**src/rtl/pll_syn_pkg.sv**
```systemverilog
package pll_syn_pkg;

  typedef enum logic [1:0] {
    SEQ_IDLE  = 2'd0,
    SEQ_RUN   = 2'd1,
    SEQ_DRAIN = 2'd2
  } seq_state_t;

  typedef struct packed {
    logic ref_ev;
    logic main_ev;
  } edge_pair_t;

endpackage

```
**src/rtl/pll_prog_div.sv**
```systemverilog
module pll_prog_div #(
  parameter int CNT_W = 12
) (
  input  logic             clk,
  input  logic             rst,
  input  logic             run,
  input  logic             tick,
  input  logic [CNT_W-1:0] ratio,
  output logic             tc
);

  logic [CNT_W-1:0] cnt_q;
  logic [CNT_W-1:0] lim_q;
  logic             at_end;

  assign at_end = (cnt_q == lim_q);

  // Limit is captured only while halted or at a terminal count.
  always_ff @(posedge clk) begin
    if (rst || !run) begin
      cnt_q <= '0;
      lim_q <= ratio - CNT_W'(1);
      tc    <= 1'b0;
    end else begin
      tc <= 1'b0;
      if (tick) begin
        if (at_end) begin
          cnt_q <= '0;
          lim_q <= ratio - CNT_W'(1);
          tc    <= 1'b1;
        end else begin
          cnt_q <= cnt_q + CNT_W'(1);
        end
      end
    end
  end

endmodule

```
**src/rtl/pll_pfd.sv**
```systemverilog
module pll_pfd
  import pll_syn_pkg::*;
(
  input  logic       clk,
  input  logic       rst,
  input  logic       run,
  input  logic       arm,
  input  edge_pair_t ev,
  output logic       up,
  output logic       dn
);

  logic up_nx;
  logic dn_nx;

  always_comb begin
    up_nx = up | ev.ref_ev;
    dn_nx = dn | ev.main_ev;
    if (up_nx && dn_nx) begin
      up_nx = 1'b0;
      dn_nx = 1'b0;
    end else if (!up && !dn && !arm) begin
      up_nx = 1'b0;
      dn_nx = 1'b0;
    end
  end

  always_ff @(posedge clk) begin
    if (rst || !run) begin
      up <= 1'b0;
      dn <= 1'b0;
    end else begin
      up <= up_nx;
      dn <= dn_nx;
    end
  end

endmodule

```
**src/rtl/pll_seq.sv**
```systemverilog
module pll_seq
  import pll_syn_pkg::*;
(
  input  logic clk,
  input  logic rst,
  input  logic en,
  input  logic pulse_open,
  output logic run,
  output logic arm
);

  seq_state_t st_q;

  always_ff @(posedge clk) begin
    if (rst) begin
      st_q <= SEQ_IDLE;
    end else begin
      case (st_q)
        SEQ_IDLE:  if (en) st_q <= SEQ_RUN;
        SEQ_RUN:   if (!en) st_q <= pulse_open ? SEQ_DRAIN : SEQ_IDLE;
        SEQ_DRAIN: if (!pulse_open) st_q <= SEQ_IDLE;
        default:   st_q <= SEQ_IDLE;
      endcase
    end
  end

  assign run = (st_q != SEQ_IDLE);
  assign arm = (st_q == SEQ_RUN) && en;

endmodule

```
**src/rtl/pll_synth_core.sv**
```systemverilog
module pll_synth_core #(
  parameter int MAIN_BASE = 2176,
  parameter int COEF_W    = 7,
  parameter int SEL_W     = 2,
  parameter int REF_STEP  = 4
) (
  input  logic              clk,
  input  logic              rst,
  input  logic              rf_tick,
  input  logic              xtal_tick,
  input  logic              synth_en,
  input  logic [COEF_W-1:0] coef_word,
  input  logic [SEL_W-1:0]  ref_sel,
  output logic              up_o,
  output logic              dn_o,
  output logic              main_tc_o,
  output logic              ref_tc_o
);
  import pll_syn_pkg::*;

  localparam int MAIN_W = $clog2(MAIN_BASE + (1 << COEF_W));
  localparam int REF_W  = $clog2(REF_STEP * (1 << SEL_W) + 1);

  logic [COEF_W-1:0] coef;
  logic [MAIN_W-1:0] main_ratio;
  logic [REF_W-1:0]  ref_ratio;
  logic              run;
  logic              arm;
  edge_pair_t        ev;

  // Field rotated: top field bit becomes the coefficient LSB.
  assign coef       = {coef_word[COEF_W-2:0], coef_word[COEF_W-1]};
  assign main_ratio = MAIN_W'(MAIN_BASE) + MAIN_W'(coef);
  assign ref_ratio  = REF_W'(REF_STEP) * (REF_W'(ref_sel) + REF_W'(1));

  pll_seq i_seq (
    .clk        (clk),
    .rst        (rst),
    .en         (synth_en),
    .pulse_open (up_o | dn_o),
    .run        (run),
    .arm        (arm)
  );

  pll_prog_div #(.CNT_W(MAIN_W)) i_main_div (
    .clk   (clk),
    .rst   (rst),
    .run   (run),
    .tick  (rf_tick),
    .ratio (main_ratio),
    .tc    (main_tc_o)
  );

  pll_prog_div #(.CNT_W(REF_W)) i_ref_div (
    .clk   (clk),
    .rst   (rst),
    .run   (run),
    .tick  (xtal_tick),
    .ratio (ref_ratio),
    .tc    (ref_tc_o)
  );

  assign ev.ref_ev  = ref_tc_o;
  assign ev.main_ev = main_tc_o;

  pll_pfd i_pfd (
    .clk (clk),
    .rst (rst),
    .run (run),
    .arm (arm),
    .ev  (ev),
    .up  (up_o),
    .dn  (dn_o)
  );

endmodule

```
**config.mk**
```make
export PLATFORM = sky130hd
export DESIGN_NAME = pll_synth_core
export DESIGN_NICKNAME = d
export VERILOG_FILES = /design/src/rtl/pll_syn_pkg.sv /design/src/rtl/pll_prog_div.sv /design/src/rtl/pll_pfd.sv /design/src/rtl/pll_seq.sv /design/src/rtl/pll_synth_core.sv
export SDC_FILE = /design/constraint.sdc
export NUM_CORES = 1
export LEC_CHECK = 0
export BUFFER_PORTS_ARGS = -buffer_cell sky130_fd_sc_hd__buf_4
export CAP_MARGIN = 30
export CORE_ASPECT_RATIO = 0.7
export CORE_MARGIN = 10
export CORE_UTILIZATION = 31
export DETAILED_ROUTE_END_ITERATION = 16
export GPL_TIMING_DRIVEN = 0
export SLEW_MARGIN = 20
export SYNTH_ARGS = -nofsm -noshare
export SYNTH_HDL_FRONTEND = slang
export SYNTH_SLANG_ARGS = --single-unit
```
**constraint.sdc**
```tcl
create_clock -name clk -period 3.2 [get_ports clk]
set_input_delay 0.48 -clock clk [delete_from_list [all_inputs] [get_ports clk]]
set_output_delay 0.48 -clock clk [all_outputs]
set_load 0.05 [all_outputs]
```
==> results of run 1 <==
[worst register-to-register path: stages, from the launching register on]
cell     delay (ns)
dfxtp_1        0.35
nor4b_1        0.40
nand4_1        0.17
nor4_2         0.38
or2_2          0.31
[area by class of cell]
class,count,area [sq um]
repair buffers,15,112.6
flip-flops and latches,33,760.7
plain buffers,5,22.52
clock inverters,2,10.01
well taps,55,68.82
clock buffers,6,72.57
inverters,5,18.77
fillers,437,2734
multi-input cells,100,679.4
[where the power goes]
| group | internal, W | switching [W] |
|---|---|---|
| Sequential | 0.000443 | 0.00000571 |
| Clock | 0.000150 | 0.000146 |
| Combinational | 0.0000233 | 0.0000216 |
| Total | 0.000617 | 0.000174 |
[path summary, 6_finish.rpt]
kind,startpoint,to,slack [ns],depth (start not counted)
worst min-delay path,rst,i_seq.st_q[0],0.37,2
worst max-delay path,i_main_div.cnt_q[8],i_main_div.lim_q[0],1.28,4
worst min register to register,i_ref_div.tc,i_pfd.dn,0.46,1
worst max register to register,i_main_div.cnt_q[8],i_main_div.lim_q[0],1.28,4
[layer usage]
metal	vias to the layer above	routed length (microns)	GRT usage, %
met2	26	1227	11.76
li1	547	-	-
met4	0	44	5.618
met3	6	195	3.628
met1	503	1372	9.208
met5	-	0	0
[cell usage after synthesis, types with 2 or more instances]
cell type  count  area share, %
dfxtp_1       23             31
nor3_1        15            5.1
xnor2_1       14            8.3
xor2_1        14            8.3
nor2_1        11            2.8
edfxtp_1      10             20
nand2_1        8            2.0
nand4_1        6            2.5
inv_1          5            1.3
nand3_1        4            1.4
a21oi_1        3            1.0
buf_2          3            1.0
ha_1           3            2.5
nor4_1         3            1.3
and4_1         2            1.2
clkbuf_1       2           0.51
mux2i_1        2            1.4
nor3b_1        2            1.0
[stage by stage]
stage          hold slack, ns  instances  instance area (sq um)
5_1_grt                0.3582        221                   1745
4_1_cts                0.3640        221                   1745
3_3_place_gp           0.4354        213                   1663
3_5_place_dp           0.4630        213                   1663
6_report               0.3720        221                   1745
2_1_floorplan          0.4521        143                   1481
[sequential cells by signal, summed over array words and instances (netlist names)]
register,count
i_main_div.tc,1
i_seq.st_q,2
i_main_div.cnt_q,12
i_pfd.dn,1
i_pfd.up,1
i_main_div.lim_q,8
i_ref_div.tc,1
i_ref_div.lim_q,2
i_ref_div.cnt_q,5
[logic make-up (layout without fill, tap and decap cells)]
family / Yosys count / after routing
buffers and inverters: 10 / 33
AO/OA/AOI/OAI: 7 / 7
flip-flops: 33 / 33
adder cells (fa/ha/maj): 3 / 3
AND/OR/NAND/NOR: 60 / 60
XOR/XNOR: 28 / 28
multiplexers: 2 / 2
==> impl_results.md, run 1 <==
- Outcome: finished clean
- Maxcap violations: 0
- GRT Total Usage: between 8 and 9%
- Area grow syn2layout: 17.82%
- CP max stage delay: roughly 0.4 ns
- Core area: 0.004479 sq mm
- Synth Area per Inst: slightly above 10 sq um
- Post-synthesis adder-cell area fraction: 2.534%
- Final min period: 1.920 ns
- Pre-CTS WS: roughly 1.3 ns
- Via Count: roughly 1,100
- Final worst setup slack: around 1.3 ns
- Hold Buf Count CTS: 0
- Grt ovf: 0
- Post-Syn Instances: roughly 140
- Initial detailed-routing violation count: 76
- Final count of hold timing violations: 0
- Largest buffer count on any clock path: 2
- Die width: 102.6 microns
- Worst setup SP type: register
- Post-Syn Area: roughly 0.0015 sq mm
- H-tree levels: 2
- P per Cell Area: between 400 and 500 mW/mm^2
- Vias in the first global route: around 1,100
- First-pass GRT wire length: around 5 mm
- YS warnings: 0
- Setup TNS: 0 ns
- Setup violators final: 0
- Peak Freq: ~520 MHz
- Initial antenna violation count: 0
- Clock skew: 0.004513 ns
- Post-synth net total: between 150 and 200
- Worst setup EP type: register
- Critical path, cell by cell: nor4b_1 > nand4_1 > nor4_2 > or2_2
- Synth Area in Compound Gates: 3.125%
- Worst path bufs/invs: 0
- Period utilisation layout: approximately three fifths
- Max transition margin: between 50% and 60%
- Initial core utilization: 33.07%
- Post-CTS sizing: 0
- Critical path's top delay family: simple AND/OR/NAND/NOR gates
- Most frequent cells in the layout: dfxtp_1 (23), nor3_1 (15), buf_4 (15)
- Largest family of logic cells by synthesized area: simple AND/OR/NAND/NOR gates
- Most common cell after layout, fill and taps aside: dfxtp_1
- Clock root cell: clkbuf_8
- DRC Markers: 0
- Buffers on Ports: 15
- RSZ-0062 raised after global routing: no
- Max Slew Vio Count: 0
- Largest net degree at the start of global routing: 11
- Maximum ir drop on the vdd rail: roughly 130 uV
- CTS tree: built
- FF+latch count, synth: 33
- Clk slew on worst S/H paths: 0.07 ns
- Primary FF master, synth: dfxtp_1
- Sink Count: 33
- Detailed Routing Iterations Pass 1: 4
- Layout Nets: 182
- Crit Path Max Fanout: 8
- Post-route ant nets: 0
- Ratio of cells with drive above 1 in the final layout: between 10% and 20%
- Slew @ Worst Pin: a little under 0.7 ns
- Hold crit path type: in -> reg
- Gp weighted congestion: 0.8007
- Mux contribution to synthesized area: 1.351%
- Final HPWL from detailed placement: about 2.2 mm
- Leakage: between 0.6 and 0.7 nW
- Routed vias/inst: 4.896
- Seq/Total Area, Yosys: approximately half
- Critical path's slowest cell: nor4b_1
- Kind of critical path: reg -> reg
- Post-synthesis simple-gate area fraction: roughly 22%
- Total CTS buffers: 5
- Diode count: 0
- Die height: about 78 microns
- EDFF count, synth: 10
- I/O pin total: 18
- Ys async rst share: 0%
- Total power: 0.0007906 W
- Setup bufs post-CTS: 0
- Worst EP arrival: roughly 1.9 ns
- DR WL/cell: approximately 13 microns
- Routed wire length: ~2.8 mm
- Finished Core Util: between 30% and 40%
- CP Data Required Time: approximately 3.2 ns
- Clk_lat worst skew: between 0.2 and 0.3 ns
- DIE AREA: 0.007988 sq mm
- Synth Area in XOR/XNOR: 16.55%
- Synth unique cells: 31
- Core Rows: 20
Power figures use the tool's default switching activity.
==> inputs of run 2 (changes only) <==
--- a/config.mk
+++ b/config.mk
@@ -5,6 +5,7 @@
 export SDC_FILE = /design/constraint.sdc
 export NUM_CORES = 1
 export LEC_CHECK = 0
+export ABC_AREA = 1
 export BUFFER_PORTS_ARGS = -buffer_cell sky130_fd_sc_hd__buf_4
 export CAP_MARGIN = 30
 export CORE_ASPECT_RATIO = 0.7
==> constraint.sdc (replaced) <==
create_clock -name clk -period 1.6 [get_ports clk]
set_input_delay 0.24 -clock clk [delete_from_list [all_inputs] [get_ports clk]]
set_output_delay 0.24 -clock clk [all_outputs]
set_load 0.05 [all_outputs]
==> run 2 against run 1 <==
Net effect:
- non-clock buffer count increased by 1
- final cell count increased by 31%
- clock skew decreased by 0.0026 ns
- first-iteration DRC count decreased by 30%
- die area increased by 5.3%
- largest power group unchanged
- register-to-register slack got worse by 1.2 ns
- critical endpoint is now i_main_div.lim_q[7]
==> impl_results.md, run 2 <==
- Ys async rst share: 0%
- Leakage: 0.7729 nW
- Max Slew Vio Count: 0
- Ratio of cells with drive above 1 in the final layout: 17.19%
- EDFF count, synth: 10
- Hold Buf Count CTS: 0
- Maximum ir drop on the vdd rail: between 300 and 400 uV
- Top post-synthesis cells by area: dfxtp_1 (29%), edfxtp_1 (19%), nor2_1 (10%)
- Max transition margin: about 80%
- Setup violators final: 0
- Pre-CTS WS: about 0.04 ns
- Grt ovf: 0
- Post-layout instance area: approximately 0.0019 sq mm
- Buffers on Ports: 15
- Dpl cell area: around 0.0018 sq mm
- Peak Freq: 671.2 MHz
- Worst EP arrival: ~1.5 ns
- Worst R2R Setup Slack: around 0.11 ns
- Worst setup SP type: register
- Post-Syn Instances: approximately 200
- Diode count: 0
- Total CTS buffers: 5
- CP Data Required Time: approximately 1.6 ns
- Clk_lat worst skew: ~0.28 ns
- Largest buffer count on any clock path: 2
- Fill count: between 400 and 500
- Final HPWL from detailed placement: between 2 and 2.5 mm
- Die width: approximately 110 microns
- Sink Count: 33
- H-tree levels: 2
- Initial antenna violation count: 0
- FF+latch count, synth: 33
- Seq/Total Area, Yosys: between 40% and 50%
- Final Hold Slack: about 0.12 ns
- Gp weighted congestion: between 0.8 and 0.9
- Most frequent cell after synthesis: nor2_1
- YS warnings: 0
- Most common cell after layout, fill and taps aside: nor2_1
- Via Count: between 1,000 and 1,500
- P per Cell Area: approximately 870 mW/mm^2
- Kind of critical path: reg -> reg
- Synth Area per Inst: between 8 and 9 sq um
- Hold crit path type: in -> reg
- Largest regs: i_main_div.cnt_q x12, i_main_div.lim_q x8, i_ref_div.cnt_q x5
- RSZ-0062 raised after global routing: no
- Post-synth top area share: between 20% and 30%
- DRC Markers: 0
- I/O pin total: 18
- GRT Total Usage: under 10%
- Clk slew on worst S/H paths: 0.06 ns
- Synth area leader: dfxtp_1
- Final min period: approximately 1.5 ns
- DR WL/cell: approximately 11 microns
- Initial detailed-routing violation count: 53
- Max FFs per register: 12
- Final worst setup slack: 0.1102 ns
- Slew @ Worst Pin: slightly above 0.3 ns
- Primary FF master, synth: dfxtp_1
- Routed vias/inst: ~4.2
- DIE AREA: approximately 0.0084 sq mm
- Synth top cells by count: nor2_1 (43), nand2_1 (37), dfxtp_1 (23)
- Crit Path Max Fanout: 14
- Clock skew: approximately 0.0019 ns
- Synth unique cells: 24
- First-pass GRT wire length: 5.292 mm
- Post-Syn Area: between 0.0015 and 0.002 sq mm
- Finished Layout Cells: 290
- Die height: ~80 microns
- Largest net degree at the start of global routing: 18
- Most frequent cells in the layout: nor2_1 (43), nand2_1 (37), inv_1 (21), dfxtp_1 (21), buf_4 (17)
- Clock root cell: clkbuf_8
- Period utilisation layout: between 90% and 100%
- Setup TNS: 0 ns
- Core area: between 0.004 and 0.005 sq mm
- Vias in the first global route: 1,204
- CTS tree: built
- Post-route ant nets: 0
- Outcome: finished clean
- Detailed Routing Iterations Pass 1: 4
- Core Rows: 21
- Initial core utilization: 32.59%
- Area grow syn2layout: 21.09%
- Post-synth net total: about 210
- Layout Nets: ~240
- Routed wire length: 3.046 mm
- DP Cell Count: roughly 280
- Worst setup EP type: register
- Maxcap violations: 0
- Largest Register: i_main_div.cnt_q
- Final count of hold timing violations: 0
-- run 2: worst max-delay path: stages, from the launching register on --
cell and delay, ns:
dfxtp_1 0.41, inv_1 0.06, nand2_1 0.07, nand3_1 0.06, nor2_1 0.12, nand2_1 0.10, o21bai_2 0.18, buf_8 0.19
-- run 2: final timing paths --
check | start | end | cells after the start
max | i_main_div.cnt_q[6] | i_main_div.lim_q[7] | 7
max reg2reg | i_main_div.cnt_q[6] | i_main_div.lim_q[7] | 7
min reg2reg | i_ref_div.cnt_q[1] | i_ref_div.cnt_q[1] | 2
min | rst | i_seq.st_q[0] | 2
-- run 2: per-stage QoR --
stage | total power, W | util (%)
2_1_floorplan | 0.0009863 | -
3_3_place_gp | 0.001031 | 36.68
3_5_place_dp | 0.001033 | 36.68
4_1_cts | 0.001667 | 38.53
5_1_grt | 0.001742 | 39.46
6_report | 0.001660 | 39.46
-- run 2: what timing repair did --
item                       4_1_cts  5_1_grt
resized for setup                0        4
hold endpoints to repair         0        0
buffers inserted                 0        3
setup endpoints to repair        0       11
-- run 2: cell families after synthesis --
logic type / count (synthesis) / share of synthesized area [%]
AO/OA/AOI/OAI: 8 / 3.396
XOR/XNOR: 19 / 10.51
buffers and inverters: 27 / 7.346
flip-flops: 33 / 48.03
AND/OR/NAND/NOR: 105 / 28.36
adder cells (fa/ha/maj): 3 / 2.370
-- run 2: layout make-up --
cell class,count,area [sq um],share of cell area (%)
Multi-Input combinational cell,135,710.7,37.05
Tap cell,69,86.33,4.501
Clock buffer,8,90.09,4.697
Timing Repair Buffer,18,147.6,7.697
Sequential cell,33,763.2,39.79
Inverter,24,90.09,4.697
Buffer,3,30.03,1.566
-- run 2: metal layers --
layer	GRT usage [%]	up-vias	share of wire (%)
met3	2.984	6	5.3
li1	-	660	-
met4	4.098	0	2.1
met1	9.870	533	55
met2	10.78	23	38
met5	0	-	0
-- run 2: where the power goes --
| group | switching (W) | leakage [nW] | internal, W | total (W) |
|---|---|---|---|---|
| clock | 0.000286 | 0.0455 | 0.000351 | 0.000637 |
| combinational | 0.0000611 | 0.439 | 0.0000596 | 0.000121 |
| sequential | 0.0000138 | 0.288 | 0.000889 | 0.000902 |
| total | 0.000361 | 0.773 | 0.00130 | 0.00166 |
